==> src/rtl/walk_pkg.sv <==
// Shared types for the page table walker.
// Assumes: one walk in flight; encodings below are fixed by the table format.
package walk_pkg;

    typedef enum logic [2:0] {
        ST_IDLE,
        ST_FETCH_L1,
        ST_WAIT_L1,
        ST_FETCH_L2,
        ST_WAIT_L2,
        ST_DONE
    } walk_state_e;

    typedef enum logic [1:0] {
        L1K_FAULT,
        L1K_TABLE,
        L1K_LEAF
    } l1_kind_e;

    // Low-bit type codes of descriptors
    localparam logic [1:0] L1_TYPE_TABLE = 2'b01;
    localparam logic [1:0] L1_TYPE_SECT  = 2'b10;
    localparam logic [1:0] L2_TYPE_LARGE = 2'b01;

    // Bit of a section descriptor that selects the 16x replicated form
    localparam int SUPER_BIT = 18;
    // Replication factor of supersections and large pages, as address bits
    localparam int REPL_BITS = 4;

endpackage

==> src/rtl/walk_l1_decode.sv <==
// First-level descriptor decoder.
// Classifies a descriptor as fault, table pointer or leaf. For a leaf it
// forms the final address (1 MB section or 16 MB supersection). For a
// pointer it extracts the second-level table base.
// Assumes: OFF_W is the section offset width; table bases are 1 KB aligned.
module walk_l1_decode
    import walk_pkg::*;
#(
    parameter int VA_W     = 32,
    parameter int OFF_W    = 20,
    parameter int L2_IDX_W = 8
) (
    input  logic [VA_W-1:0]             desc,
    input  logic [VA_W-1:0]             va,
    output l1_kind_e                    kind,
    output logic [VA_W-1:0]             leaf_pa,
    output logic [VA_W-L2_IDX_W-3:0]    l2_base
);
    localparam int SS_OFF_W = OFF_W + REPL_BITS;

    // Classify the descriptor and compose the leaf address
    always_comb begin
        kind    = L1K_FAULT;
        leaf_pa = '0;
        l2_base = desc[VA_W-1:L2_IDX_W+2];
        if (desc[1:0] == L1_TYPE_TABLE) begin
            kind = L1K_TABLE;
        end else if (desc[1:0] == L1_TYPE_SECT) begin
            kind = L1K_LEAF;
            if (desc[SUPER_BIT])
                leaf_pa = {desc[VA_W-1:SS_OFF_W], va[SS_OFF_W-1:0]};
            else
                leaf_pa = {desc[VA_W-1:OFF_W], va[OFF_W-1:0]};
        end
    end

    // A fault leaves no address behind
    always_comb begin
        assert (kind != L1K_FAULT || leaf_pa == '0);
    end
endmodule

==> src/rtl/walk_l2_decode.sv <==
// Second-level descriptor decoder.
// Forms the final address for a 4 KB small page or a 64 KB large page, or
// flags a fault with a zero address.
// Assumes: PAGE_W is the small-page offset width.
module walk_l2_decode
    import walk_pkg::*;
#(
    parameter int VA_W   = 32,
    parameter int PAGE_W = 12
) (
    input  logic [VA_W-1:0] desc,
    input  logic [VA_W-1:0] va,
    output logic            fault,
    output logic [VA_W-1:0] pa
);
    localparam int LP_OFF_W = PAGE_W + REPL_BITS;

    // Select the granule from the type bits and compose the address
    always_comb begin
        fault = 1'b0;
        pa    = '0;
        if (desc[1]) begin
            pa = {desc[VA_W-1:PAGE_W], va[PAGE_W-1:0]};
        end else if (desc[1:0] == L2_TYPE_LARGE) begin
            pa = {desc[VA_W-1:LP_OFF_W], va[LP_OFF_W-1:0]};
        end else begin
            fault = 1'b1;
        end
    end
endmodule

==> src/rtl/tt_walker.sv <==
// Two-level page table walker, top level.
// Accepts one virtual address, reads one or two descriptors over a
// request/grant + read-data port, and holds the result until consumed.
// Assumes: mem_gnt only while mem_req; exactly one mem_rvalid per grant,
// after it; tbl_base stable during a walk; L1 index and L2 index plus page
// offset tile the virtual address.
module tt_walker
    import walk_pkg::*;
#(
    parameter int VA_W     = 32,
    parameter int L1_IDX_W = 12,
    parameter int L2_IDX_W = 8,
    parameter int PAGE_W   = 12
) (
    input  logic                        clk,
    input  logic                        rst_n,
    input  logic [VA_W-L1_IDX_W-3:0]    tbl_base,
    input  logic                        req_valid,
    output logic                        req_ready,
    input  logic [VA_W-1:0]             req_va,
    output logic                        res_valid,
    input  logic                        res_ready,
    output logic [VA_W-1:0]             res_pa,
    output logic                        res_fault,
    output logic                        mem_req,
    output logic [VA_W-1:0]             mem_addr,
    input  logic                        mem_gnt,
    input  logic                        mem_rvalid,
    input  logic [VA_W-1:0]             mem_rdata
);
    localparam int OFF_W   = VA_W - L1_IDX_W;
    localparam int L2B_W   = VA_W - L2_IDX_W - 2;

    walk_state_e            state_q;
    logic [VA_W-1:0]        va_q;
    logic [L2B_W-1:0]       l2_base_q;
    logic [VA_W-1:0]        pa_q;
    logic                   fault_q;

    l1_kind_e               l1_kind;
    logic [VA_W-1:0]        l1_pa;
    logic [L2B_W-1:0]       l1_next;
    logic                   l2_fault;
    logic [VA_W-1:0]        l2_pa;

    walk_l1_decode #(.VA_W(VA_W), .OFF_W(OFF_W), .L2_IDX_W(L2_IDX_W)) i_l1 (
        .desc(mem_rdata), .va(va_q), .kind(l1_kind),
        .leaf_pa(l1_pa), .l2_base(l1_next)
    );

    walk_l2_decode #(.VA_W(VA_W), .PAGE_W(PAGE_W)) i_l2 (
        .desc(mem_rdata), .va(va_q), .fault(l2_fault), .pa(l2_pa)
    );

    // Sequence the walk: accept, fetch level 1, maybe level 2, hold result
    always_ff @(posedge clk) begin
        if (!rst_n) begin
            state_q   <= ST_IDLE;
            va_q      <= '0;
            l2_base_q <= '0;
            pa_q      <= '0;
            fault_q   <= 1'b0;
        end else begin
            unique case (state_q)
                ST_IDLE: if (req_valid) begin
                    va_q    <= req_va;
                    state_q <= ST_FETCH_L1;
                end
                ST_FETCH_L1: if (mem_gnt) state_q <= ST_WAIT_L1;
                ST_WAIT_L1: if (mem_rvalid) begin
                    unique case (l1_kind)
                        L1K_TABLE: begin
                            l2_base_q <= l1_next;
                            state_q   <= ST_FETCH_L2;
                        end
                        L1K_LEAF: begin
                            pa_q    <= l1_pa;
                            fault_q <= 1'b0;
                            state_q <= ST_DONE;
                        end
                        default: begin
                            pa_q    <= '0;
                            fault_q <= 1'b1;
                            state_q <= ST_DONE;
                        end
                    endcase
                end
                ST_FETCH_L2: if (mem_gnt) state_q <= ST_WAIT_L2;
                ST_WAIT_L2: if (mem_rvalid) begin
                    pa_q    <= l2_pa;
                    fault_q <= l2_fault;
                    state_q <= ST_DONE;
                end
                ST_DONE: if (res_ready) state_q <= ST_IDLE;
                default: state_q <= ST_IDLE;
            endcase
        end
    end

    // Drive the descriptor address for whichever level is being fetched
    always_comb begin
        mem_req  = (state_q == ST_FETCH_L1) || (state_q == ST_FETCH_L2);
        if (state_q == ST_FETCH_L2)
            mem_addr = {l2_base_q, va_q[PAGE_W+L2_IDX_W-1:PAGE_W], 2'b00};
        else
            mem_addr = {tbl_base, va_q[VA_W-1:OFF_W], 2'b00};
    end

    // Expose the handshakes and the held result
    assign req_ready = (state_q == ST_IDLE);
    assign res_valid = (state_q == ST_DONE);
    assign res_pa    = pa_q;
    assign res_fault = fault_q;

    assert_accept_R2: assert property (@(posedge clk) disable iff (!rst_n)
        (req_valid && req_ready) |=> (mem_req && !req_ready));

    assert_req_hold_R11: assert property (@(posedge clk) disable iff (!rst_n)
        (mem_req && !mem_gnt) |=> (mem_req && $stable(mem_addr)));

    assert_res_hold_R12: assert property (@(posedge clk) disable iff (!rst_n)
        (res_valid && !res_ready) |=>
            (res_valid && $stable(res_pa) && $stable(res_fault)));

    assert_fault_zero_R4: assert property (@(posedge clk) disable iff (!rst_n)
        (res_valid && res_fault) |-> (res_pa == '0));

    assert_idle_quiet_R1: assert property (@(posedge clk) disable iff (!rst_n)
        $rose(req_ready) |-> (!mem_req && !res_valid));
endmodule

==> config.mk <==
export PLATFORM = sky130hd
export DESIGN_NAME = tt_walker
export DESIGN_NICKNAME = d
export VERILOG_FILES = /design/src/rtl/walk_pkg.sv /design/src/rtl/walk_l1_decode.sv /design/src/rtl/walk_l2_decode.sv /design/src/rtl/tt_walker.sv
export SDC_FILE = /design/constraint.sdc
export NUM_CORES = 1
export LEC_CHECK = 0
export ABC_AREA = 1
export BUFFER_PORTS_ARGS = -buffer_cell sky130_fd_sc_hd__buf_2
export CAP_MARGIN = 10
export CORE_MARGIN = 2
export CORE_UTILIZATION = 45
export CTS_CLUSTER_SIZE = 28
export DETAILED_ROUTE_END_ITERATION = 12
export PLACE_DENSITY = 0.87
export SYNTH_ARGS = -nofsm -noshare
export SYNTH_HDL_FRONTEND = slang
export SYNTH_SLANG_ARGS = --single-unit
==> constraint.sdc <==
create_clock -name clk -period 1.4 [get_ports clk]
set_input_delay 0.14 -clock clk [delete_from_list [all_inputs] [get_ports clk]]
set_output_delay 0.14 -clock clk [all_outputs]
set_load 0.01 [all_outputs]
==> results.sh, run 1 <==
export IMPL_antenna_found_initial=0
export IMPL_rows=35
export IMPL_grt_pass1_vias=4492
export IMPL_dp_cells=876
export IMPL_critPathRequiredTime_ns=1.26
export IMPL_pin_count=156
export IMPL_grt_pass1_wl_um=21000
export IMPL_clock_skew_ns=0.0122
export IMPL_cts_reportedPaths_clkPinSlew_ns=0.10
export IMPL_criticalPathCategory="reg2out"
export IMPL_seqCellArea_um2=1810
export IMPL_seqPwrFrac_pct=31.8
export IMPL_synth_area_top_cells="dfxtp_1, nand2_1, nor2_1"
export IMPL_hold_ws_ns=0.0267
export IMPL_endpoint_kind="output pin"
export IMPL_final_layout_size_suffix_gt1_share_pct=39.0
export IMPL_rsz0062_at_grt="true"
export IMPL_die_height_um=101
export IMPL_ys_flop_type="dfxtp_1"
export IMPL_synth_seq_cells=90
export IMPL_dieWidth_um=101
export IMPL_drv_slew=0
export IMPL_place_worst_setup_slack_ns=-0.130
export IMPL_power_frac_comb_pct=51.2
export IMPL_fin_nets=890
export IMPL_portBuffers=145
export IMPL_drtIter0Drc=339
export IMPL_switching_share_pct=40.1
export IMPL_cp_max_fo=7
export IMPL_synth_seq_area_share_pct=42.7
export IMPL_yosys_warnings=0
export IMPL_hold_buffers=0
export IMPL_htreeDepth=3
export IMPL_tritoncts="done"
export IMPL_fp_coreArea_um2=9150
export IMPL_ant_nets=0
export IMPL_yosys_top_cells_count="nand2_1, dfxtp_1, nor2_1"
export IMPL_power_mw=11.1
export IMPL_finalWirelength_um=15400
export IMPL_timing_fmax_ghz=0.556
export IMPL_period_share_pct=128
export IMPL_synth_edf_count=0
export IMPL_antenna_cells=0
export IMPL_routabilityCongestion=0.880
export IMPL_worst_slack_ns=-0.399
export IMPL_cts_root_buf="clkbuf_8"
export IMPL_intPower_mw=6.63
export IMPL_power_density_nw_per_um2=1740
export IMPL_cts_inserted_buffers=9
export IMPL_finalSetupViolCount=109
export IMPL_synth_top_cell_area_share_pct=42.7
export IMPL_hold_viol=0
export IMPL_ys_types=26
export IMPL_p_switching_mw=4.43
export IMPL_initial_core_util_pct=46.1
export IMPL_drc=0
export IMPL_ys_async_sr_fraction_pct=0
export IMPL_layoutNonFillerInstCount=918
export IMPL_synth_avg_cell_area_um2=6.72
export IMPL_syn_inst=628
export IMPL_grt_util_all_layers_pct=26.0
export IMPL_p_clk_share_pct=16.9
export IMPL_hold_class="in2reg"
export IMPL_synth_top_area_cell="dfxtp_1"
export IMPL_via_count=4911
export IMPL_max_cap_violations=0
export IMPL_synth_area_um2=4220
export IMPL_cts_sinks=90
export IMPL_ir_drop_mv=1.10
export IMPL_grt_ovfl_total=0
export IMPL_worst_ep_arrival_time_ns=1.66
export IMPL_areaGrowthSynthToFinish_pct=50.7
export IMPL_p_leak_nw=3.13
export IMPL_grt_max_degree=49
export IMPL_nFillCells=677
export IMPL_hpwl_um=8200
export IMPL_routedWlPerCell_um=16.8
export IMPL_via_per_inst=5.35
export IMPL_status="finished with violations"
export IMPL_fin_crit_ns=1.80
export IMPL_cts_buffer_depth=2
export IMPL_synth_most_common_cell="nand2_1"
export IMPL_worst_setup_path_start_kind="flip-flop"
export IMPL_multi_input_area_um2=2320
export IMPL_clk_latency_ns=0.36
export IMPL_firstDrtPassIters=5
export IMPL_violations="negative setup slack"
export IMPL_die_area_um2=10200
[cells by family (layout without fill, tap and decap cells)]
family	Yosys count	after routing	share of synthesized area [%]
multiplexers	18	18	4.80
AND/OR/NAND/NOR	311	312	30.0
other	1	2	0.0888
buffers and inverters	108	285	10.5
AO/OA/AOI/OAI	100	100	12.0
flip-flops	90	90	42.7
[routing by layer]
layer	part of all wire [%]	track usage (%)
met4	4.2	10.6
met5	0	0
met1	40	33.4
met2	47	42.2
met3	8.8	5.55
[placed cells by master (no fill, tap or decap), types with 25 or more instances in the layout]
cell,count
o21ai_0,25
buf_4,26
nand3_1,42
inv_1,62
a21oi_1,33
nand2_1,153
buf_6,29
dfxtp_1,87
nor2_1,76
buf_2,125
[sequential cells by signal, indices dropped and copies added, names as in the netlist]
| register | cells |
|---|---|
| res_pa | 32 |
| res_fault | 1 |
| va_q | 32 |
| l2_base_q | 22 |
| state_q | 3 |
[power groups by stage]
stage          Combinational [mW]  Sequential (mW)  Clock [mW]
2_1_floorplan                2.36             3.50           0
3_3_place_gp                 3.83             3.47           0
3_5_place_dp                 3.88             3.48           0
4_1_cts                      4.56             3.46        1.86
5_1_grt                      6.13             3.56        2.00
6_report                     5.67             3.52        1.87
[cell type report]
class | count | share of cell area [%]
clock buffer | 11 | 2.22
sequential | 90 | 28.5
clock inverter | 5 | 0.984
multi-input combinational | 432 | 36.5
tap | 111 | 2.18
timing repair buffer | 202 | 25.6
inverter | 67 | 4.05
[critical path, stage by stage (launching register included)]
cell,delay [ns]
dfxtp_4,0.38
inv_4,0.04
nor2_4,0.13
nand2_4,0.10
buf_4,0.16
buf_16,0.14
nand2_1,0.06
o21ai_0,0.10
buf_2,0.16
[metrics by stage]
step,instance area (um2),utilization (%),setup TNS (ns)
global placement,5250,57.4,-1.57
CTS,5980,65.3,-13.66
detailed placement,5250,57.4,-3.08
finish,6360,69.5,-26.15
floorplan,4240,-,-0.0332
global route,6360,69.5,-32.37
[what timing repair did]
item	in CTS	in global routing
gates cloned	6	4
endpoints found under the setup margin	91	107
setup buffers	13	5
pin swaps	5	10
resized for setup	74	83
[worst paths after layout]
path / from / end / slack [ns] / cells past startpoint
worst max-delay path: state_q[0] / mem_addr[2] / -0.40 / 8
worst min-delay path: mem_rdata[19] / l2_base_q[9] / 0.03 / 3
worst max register to register: state_q[0] / l2_base_q[4] / -0.33 / 9
worst min register to register: res_fault / res_fault / 0.46 / 2
Power figures use the tool's default switching activity.
==> inputs of run 2 (changes only) <==
Settings changed: CORE_UTILIZATION 45 to 49, PLACE_DENSITY 0.87 to 0.83, TNS_END_PERCENT from default to 100.
Clock period 1.4 ns to 1.73 ns, I/O delays scaled along.
==> run 2 against run 1 <==
The run still ends with negative setup slack left. Clock skew down 0.0015 ns. Count of clock-buffer cells in the layout increased by 1. Total power shrank 26%. Utilization grew 0.10 points. Non-clock buffer count shrank 28. Global-route usage down 0.99 points. Design area down 9.2%.
==> results.sh, run 2 (synthesized netlist as in run 1, its figures left out) <==
export IMPL_grt_pass1_vias=4160
export IMPL_layout_common_cells="nand2_1, buf_2, dfxtp_1"
export IMPL_cts_root_buf="clkbuf_8"
export IMPL_place_worst_setup_slack_ns=0.105
export IMPL_switching_share_pct=37.9
export IMPL_drc=0
export IMPL_finalSetupViolCount=27
export IMPL_p_leak_nw=2.91
export IMPL_p_switching_mw=3.11
export IMPL_hpwl_um=7970
export IMPL_rr_startpoint="state_q[0]"
export IMPL_cts_buffer_depth=2
export IMPL_antenna_found_initial=0
export IMPL_dieWidth_um=96.8
export IMPL_areaGrowthSynthToFinish_pct=36.8
export IMPL_final_layout_size_suffix_gt1_share_pct=31.0
export IMPL_grt_util_all_layers_pct=25.0
export IMPL_hold_class="in2reg"
export IMPL_timing_fmax_ghz=0.558
export IMPL_rows=33
export IMPL_portBuffers=145
export IMPL_grt_max_degree=46
export IMPL_grt_ovfl_total=0
export IMPL_tritoncts="done"
export IMPL_reg2reg_depth=9
export IMPL_fin_nets=861
export IMPL_fin_crit_ns=1.79
export IMPL_worst_slack_ns=-0.0633
export IMPL_intPower_mw=5.10
export IMPL_max_cap_violations=0
export IMPL_grt_pass1_wl_um=19500
export IMPL_period_share_pct=104
export IMPL_nFillCells=657
export IMPL_rsz0062_at_grt="true"
export IMPL_slowest_stage="dfxtp_4"
export IMPL_routabilityCongestion=0.812
export IMPL_power_density_nw_per_um2=1420
export IMPL_cts_reportedPaths_clkPinSlew_ns=0.09
export IMPL_worst_ep_arrival_time_ns=1.62
export IMPL_firstDrtPassIters=5
export IMPL_die_height_um=96.8
export IMPL_fp_coreArea_um2=8300
export IMPL_endpoint_kind="output pin"
export IMPL_criticalPathCategory="reg2out"
export IMPL_clock_skew_ns=0.0106
export IMPL_antenna_cells=0
export IMPL_cts_sinks=90
export IMPL_seqPwrFrac_pct=34.4
export IMPL_initial_core_util_pct=50.9
export IMPL_via_per_inst=5.24
export IMPL_ant_nets=0
export IMPL_worstPathCellList="inv_6 > nor2_4 > nand2_4 > buf_12 > buf_6 > o21ai_2 > buf_2"
export IMPL_clk_latency_ns=0.36
export IMPL_hold_viol=0
export IMPL_cts_inserted_buffers=9
export IMPL_cp_max_fo=5
export IMPL_min_delay_path_depth=3
export IMPL_htreeDepth=3
export IMPL_hold_end="l2_base_q[20]"
export IMPL_crit_family="buffers and inverters"
export IMPL_drv_slew=0
export IMPL_r2r_end="res_pa[1]"
export IMPL_path_buf_inv=4
export IMPL_worst_setup_path_start_kind="flip-flop"
export IMPL_ir_drop_mv=0.965
export IMPL_power_frac_comb_pct=44.0
export IMPL_via_count=4629
export IMPL_final_common_cell="nand2_1"
export IMPL_setup_tns_ns=-0.767
export IMPL_finalWirelength_um=13100
export IMPL_routedWlPerCell_um=14.8
export IMPL_slowest_delay_ns=0.38
export IMPL_violations="negative setup slack"
export IMPL_reg2reg_slack_ns=0.08
export IMPL_status="finished with violations"
export IMPL_die_area_um2=9370
export IMPL_drtIter0Drc=314
export IMPL_hold_start="mem_rdata[30]"
export IMPL_critPathRequiredTime_ns=1.56
export IMPL_p_clk_share_pct=21.6
export IMPL_pin_count=156
==> run 2: worst reg2reg max path, delay by kind of cell, from the launching register on <==
kind,cells,cell delay (ns)
buffers and inverters,2,0.44
AND/OR/NAND/NOR,6,0.60
AO/OA/AOI/OAI,1,0.19
flip-flops,1,0.37
==> run 2: cell type report <==
cell class / instances / area (um2) / area share [%]
flip-flops and latches: 90 / 1810 / 31.3
clock buffers: 12 / 155 / 2.69
multi-input cells: 431 / 2130 / 36.8
inverters: 67 / 256 / 4.44
well taps: 105 / 131 / 2.27
repair buffers: 174 / 1200 / 20.7
clock inverters: 4 / 97.6 / 1.69
==> run 2: through the flow <==
stage                     hold slack [ns]  util [%]  cells  power (mW)  area, um2
after detailed placement            0.412      60.4    850        5.67       5010
final                              0.0617      69.6    883        8.21       5780
after global placement              0.403      60.4    850        5.56       5010
after floorplan                     0.308         -    629        4.72       4230
after global routing               0.0581      69.6    883        8.73       5780
after CTS                          0.0378      64.8    871        7.62       5380
==> run 2: power by group through the flow <==
stage                     Combinational [mW]  Sequential [mW]  Clock [mW]
after global placement                  2.76             2.80           0
final                                   3.62             2.83        1.77
after global routing                    3.99             2.88        1.87
after CTS                               3.03             2.79        1.80
after floorplan                         1.89             2.83           0
after detailed placement                2.84             2.83           0
==> run 2: worst max-delay path by stage <==
stage              endpoint  slack (ns)        from  cells after the start
6_report        mem_addr[4]       -0.06  state_q[0]                      7
5_1_grt         mem_addr[2]       -0.12  state_q[0]                      7
4_1_cts        mem_addr[19]        -0.1  state_q[0]                      6
3_5_place_dp     res_pa[30]        0.11  state_q[2]                      7
3_3_place_gp   mem_addr[25]        0.19  state_q[2]                      5
2_1_floorplan  mem_addr[18]        0.24  state_q[0]                      5
==> run 2: metal layers <==
| metal | global-route usage [%] | share of wire (%) | wire length, um | up-vias |
|---|---|---|---|---|
| met1 | 33.5 | 42 | 5510 | 2120 |
| met4 | 7.37 | 2.4 | 313 | 0 |
| met5 | 0 | 0 | 0 | - |
| met2 | 40.7 | 48 | 6260 | 225 |
| met3 | 5.06 | 7.7 | 1010 | 30 |
| li1 | - | - | - | 2254 |
==> run 2: what timing repair did <==
action / CTS / global route
hold buffers: 0 / 0
pin swaps: 1 / 7
gates resized for setup: 15 / 61
buffers inserted: 3 / 9
gates cloned: 2 / 3
endpoints found under the setup margin: 30 / 63
==> inputs of run 3 (changes only) <==
Clock period 1.73 ns to 1.65 ns, I/O delays scaled along.
==> run 3 against run 2 <==
The flow still finishes with violations (negative setup slack). Count of clock-buffer cells in the layout is 1 lower. Sequential share of layout area increased by 0.81 points. Sequential power up 4%. Combinational power down 1%. Critical endpoint is now mem_addr[23]. Setup slack lost 0.047 ns. Register-to-register slack worse by 0.03 ns. Non-clock buffer count down 3. Via count fell by 1.5%.
==> results.sh, run 3 (synthesized netlist as in run 1, its figures left out) <==
export IMPL_worst_setup_path_start_kind="flip-flop"
export IMPL_via_per_inst=5.18
export IMPL_pin_count=156
export IMPL_hold_buffers=0
export IMPL_endpoint_kind="output pin"
export IMPL_critPathRequiredTime_ns=1.48
export IMPL_cts_sinks=90
export IMPL_max_cap_violations=0
export IMPL_power_density_nw_per_um2=1440
export IMPL_slowest_delay_ns=0.38
export IMPL_finish_utilization_pct=67.8
export IMPL_slowest_stage="dfxtp_4"
export IMPL_firstDrtPassIters=5
export IMPL_cts_inserted_buffers=9
export IMPL_drtIter0Drc=266
export IMPL_cp_max_fo=10
export IMPL_worst_ep_arrival_time_ns=1.60
export IMPL_period_share_pct=107
export IMPL_dieWidth_um=96.8
export IMPL_rows=33
export IMPL_timing_fmax_ghz=0.568
export IMPL_clock_skew_ns=0.00805
export IMPL_grt_max_degree=46
export IMPL_die_height_um=96.8
export IMPL_drc=0
export IMPL_grt_pass1_wl_um=20400
export IMPL_setup_tns_ns=-1.63
export IMPL_crit_family="flip-flops"
export IMPL_ir_drop_mv=0.949
export IMPL_routabilityCongestion=0.841
export IMPL_die_area_um2=9370
export IMPL_initial_core_util_pct=50.9
export IMPL_layoutNonFillerInstCount=881
export IMPL_hold_class="in2reg"
export IMPL_areaGrowthSynthToFinish_pct=33.4
export IMPL_path_buf_inv=3
export IMPL_rsz0062_at_grt="true"
export IMPL_fp_coreArea_um2=8300
export IMPL_htreeDepth=3
export IMPL_grt_util_all_layers_pct=26.1
export IMPL_routedWlPerCell_um=14.4
export IMPL_hold_viol=0
export IMPL_ant_nets=0
export IMPL_cts_root_buf="clkbuf_8"
export IMPL_dp_cells=854
export IMPL_criticalPathCategory="reg2out"
export IMPL_grt_pass1_vias=4241
export IMPL_clk_latency_ns=0.35
export IMPL_portBuffers=145
export IMPL_worst_slack_ns=-0.110
export IMPL_worstPathCellList="inv_6 > nor2_4 > nand2_4 > buf_12 > mux2_4 > buf_6"
export IMPL_status="finished with violations"
export IMPL_drv_slew=0
export IMPL_p_leak_nw=2.87
export IMPL_violations="negative setup slack"
export IMPL_hpwl_um=8270
export IMPL_cts_buffer_depth=2
export IMPL_final_layout_size_suffix_gt1_share_pct=30.2
export IMPL_tritoncts="done"
export IMPL_finalSetupViolCount=25
export IMPL_fin_crit_ns=1.76
export IMPL_via_count=4560
export IMPL_cts_reportedPaths_clkPinSlew_ns=0.09
export IMPL_grt_ovfl_total=0
export IMPL_fin_nets=859
export IMPL_finalWirelength_um=12700
export IMPL_antenna_cells=0
export IMPL_final_common_cell="nand2_1"
export IMPL_place_worst_setup_slack_ns=0.0402
export IMPL_antenna_found_initial=0
export IMPL_layout_common_cells="nand2_1, buf_2, dfxtp_1"
[run 3: changes by cell type in the layout (fill, tap and decap cells not counted), sizes merged]
| cell | change |
|---|---|
| buf | -1 |
| clkinv | +3 |
| bufinv | -1 |
| nor2 | +1 |
| inv | -1 |
| clkbuf | -3 |
[run 3: cell type report]
type                            count  area [um2]
Timing Repair Buffer              171        1120
Clock inverter                      5        78.8
Inverter                           67         260
Fill cell                         710        2670
Tap cell                          105         131
Clock buffer                       11         131
Sequential cell                    90        1810
Multi-Input combinational cell    432        2090
[run 3: metal layers]
metal	track usage, %	routed length (um)
met1	34.6	5530
met2	43.5	6100
met3	5.49	832
met4	6.61	248
met5	0	0
[run 3: worst reg2reg max path, delay by kind of cell (launching register included)]
family | cells | cell delay (ns)
AOI/OAI and AO/OA | 1 | 0.24
buffers and inverters | 2 | 0.39
DFF | 1 | 0.37
and+or+nand+nor | 6 | 0.55
[run 3: what timing repair did]
action | CTS | global route
pin swaps | 0 | 3
cloned | 3 | 2
endpoints found under the setup margin | 31 | 66
setup buffers | 6 | 3
hold endpoints to repair | 0 | 0
gates resized for setup | 40 | 29
[run 3: report_power, final]
group / total [mW] / switching (mW) / internal [mW]
Sequential: 2.95 / 0.305 / 2.64
Clock: 1.61 / 0.755 / 0.853
Combinational: 3.57 / 2.08 / 1.49
[run 3: stage by stage]
| stage | power (mW) | hold WS, ns | instance area [um2] |
|---|---|---|---|
| finish | 8.13 | 0.0432 | 5630 |
| global route | 8.67 | 0.0421 | 5630 |
| CTS | 8.01 | 0.0335 | 5580 |
| detailed placement | 6.01 | 0.412 | 5070 |
| global placement | 5.88 | 0.391 | 5070 |
| floorplan | 4.95 | 0.300 | 4230 |
[run 3: worst paths after layout]
check	start	end	slack [ns]	cells past startpoint
hold / removal	mem_rdata[10]	l2_base_q[0]	0.04	3
hold reg to reg	res_fault	res_fault	0.45	2
setup reg to reg	state_q[0]	res_pa[2]	0.05	9
setup / recovery	state_q[0]	mem_addr[23]	-0.11	6
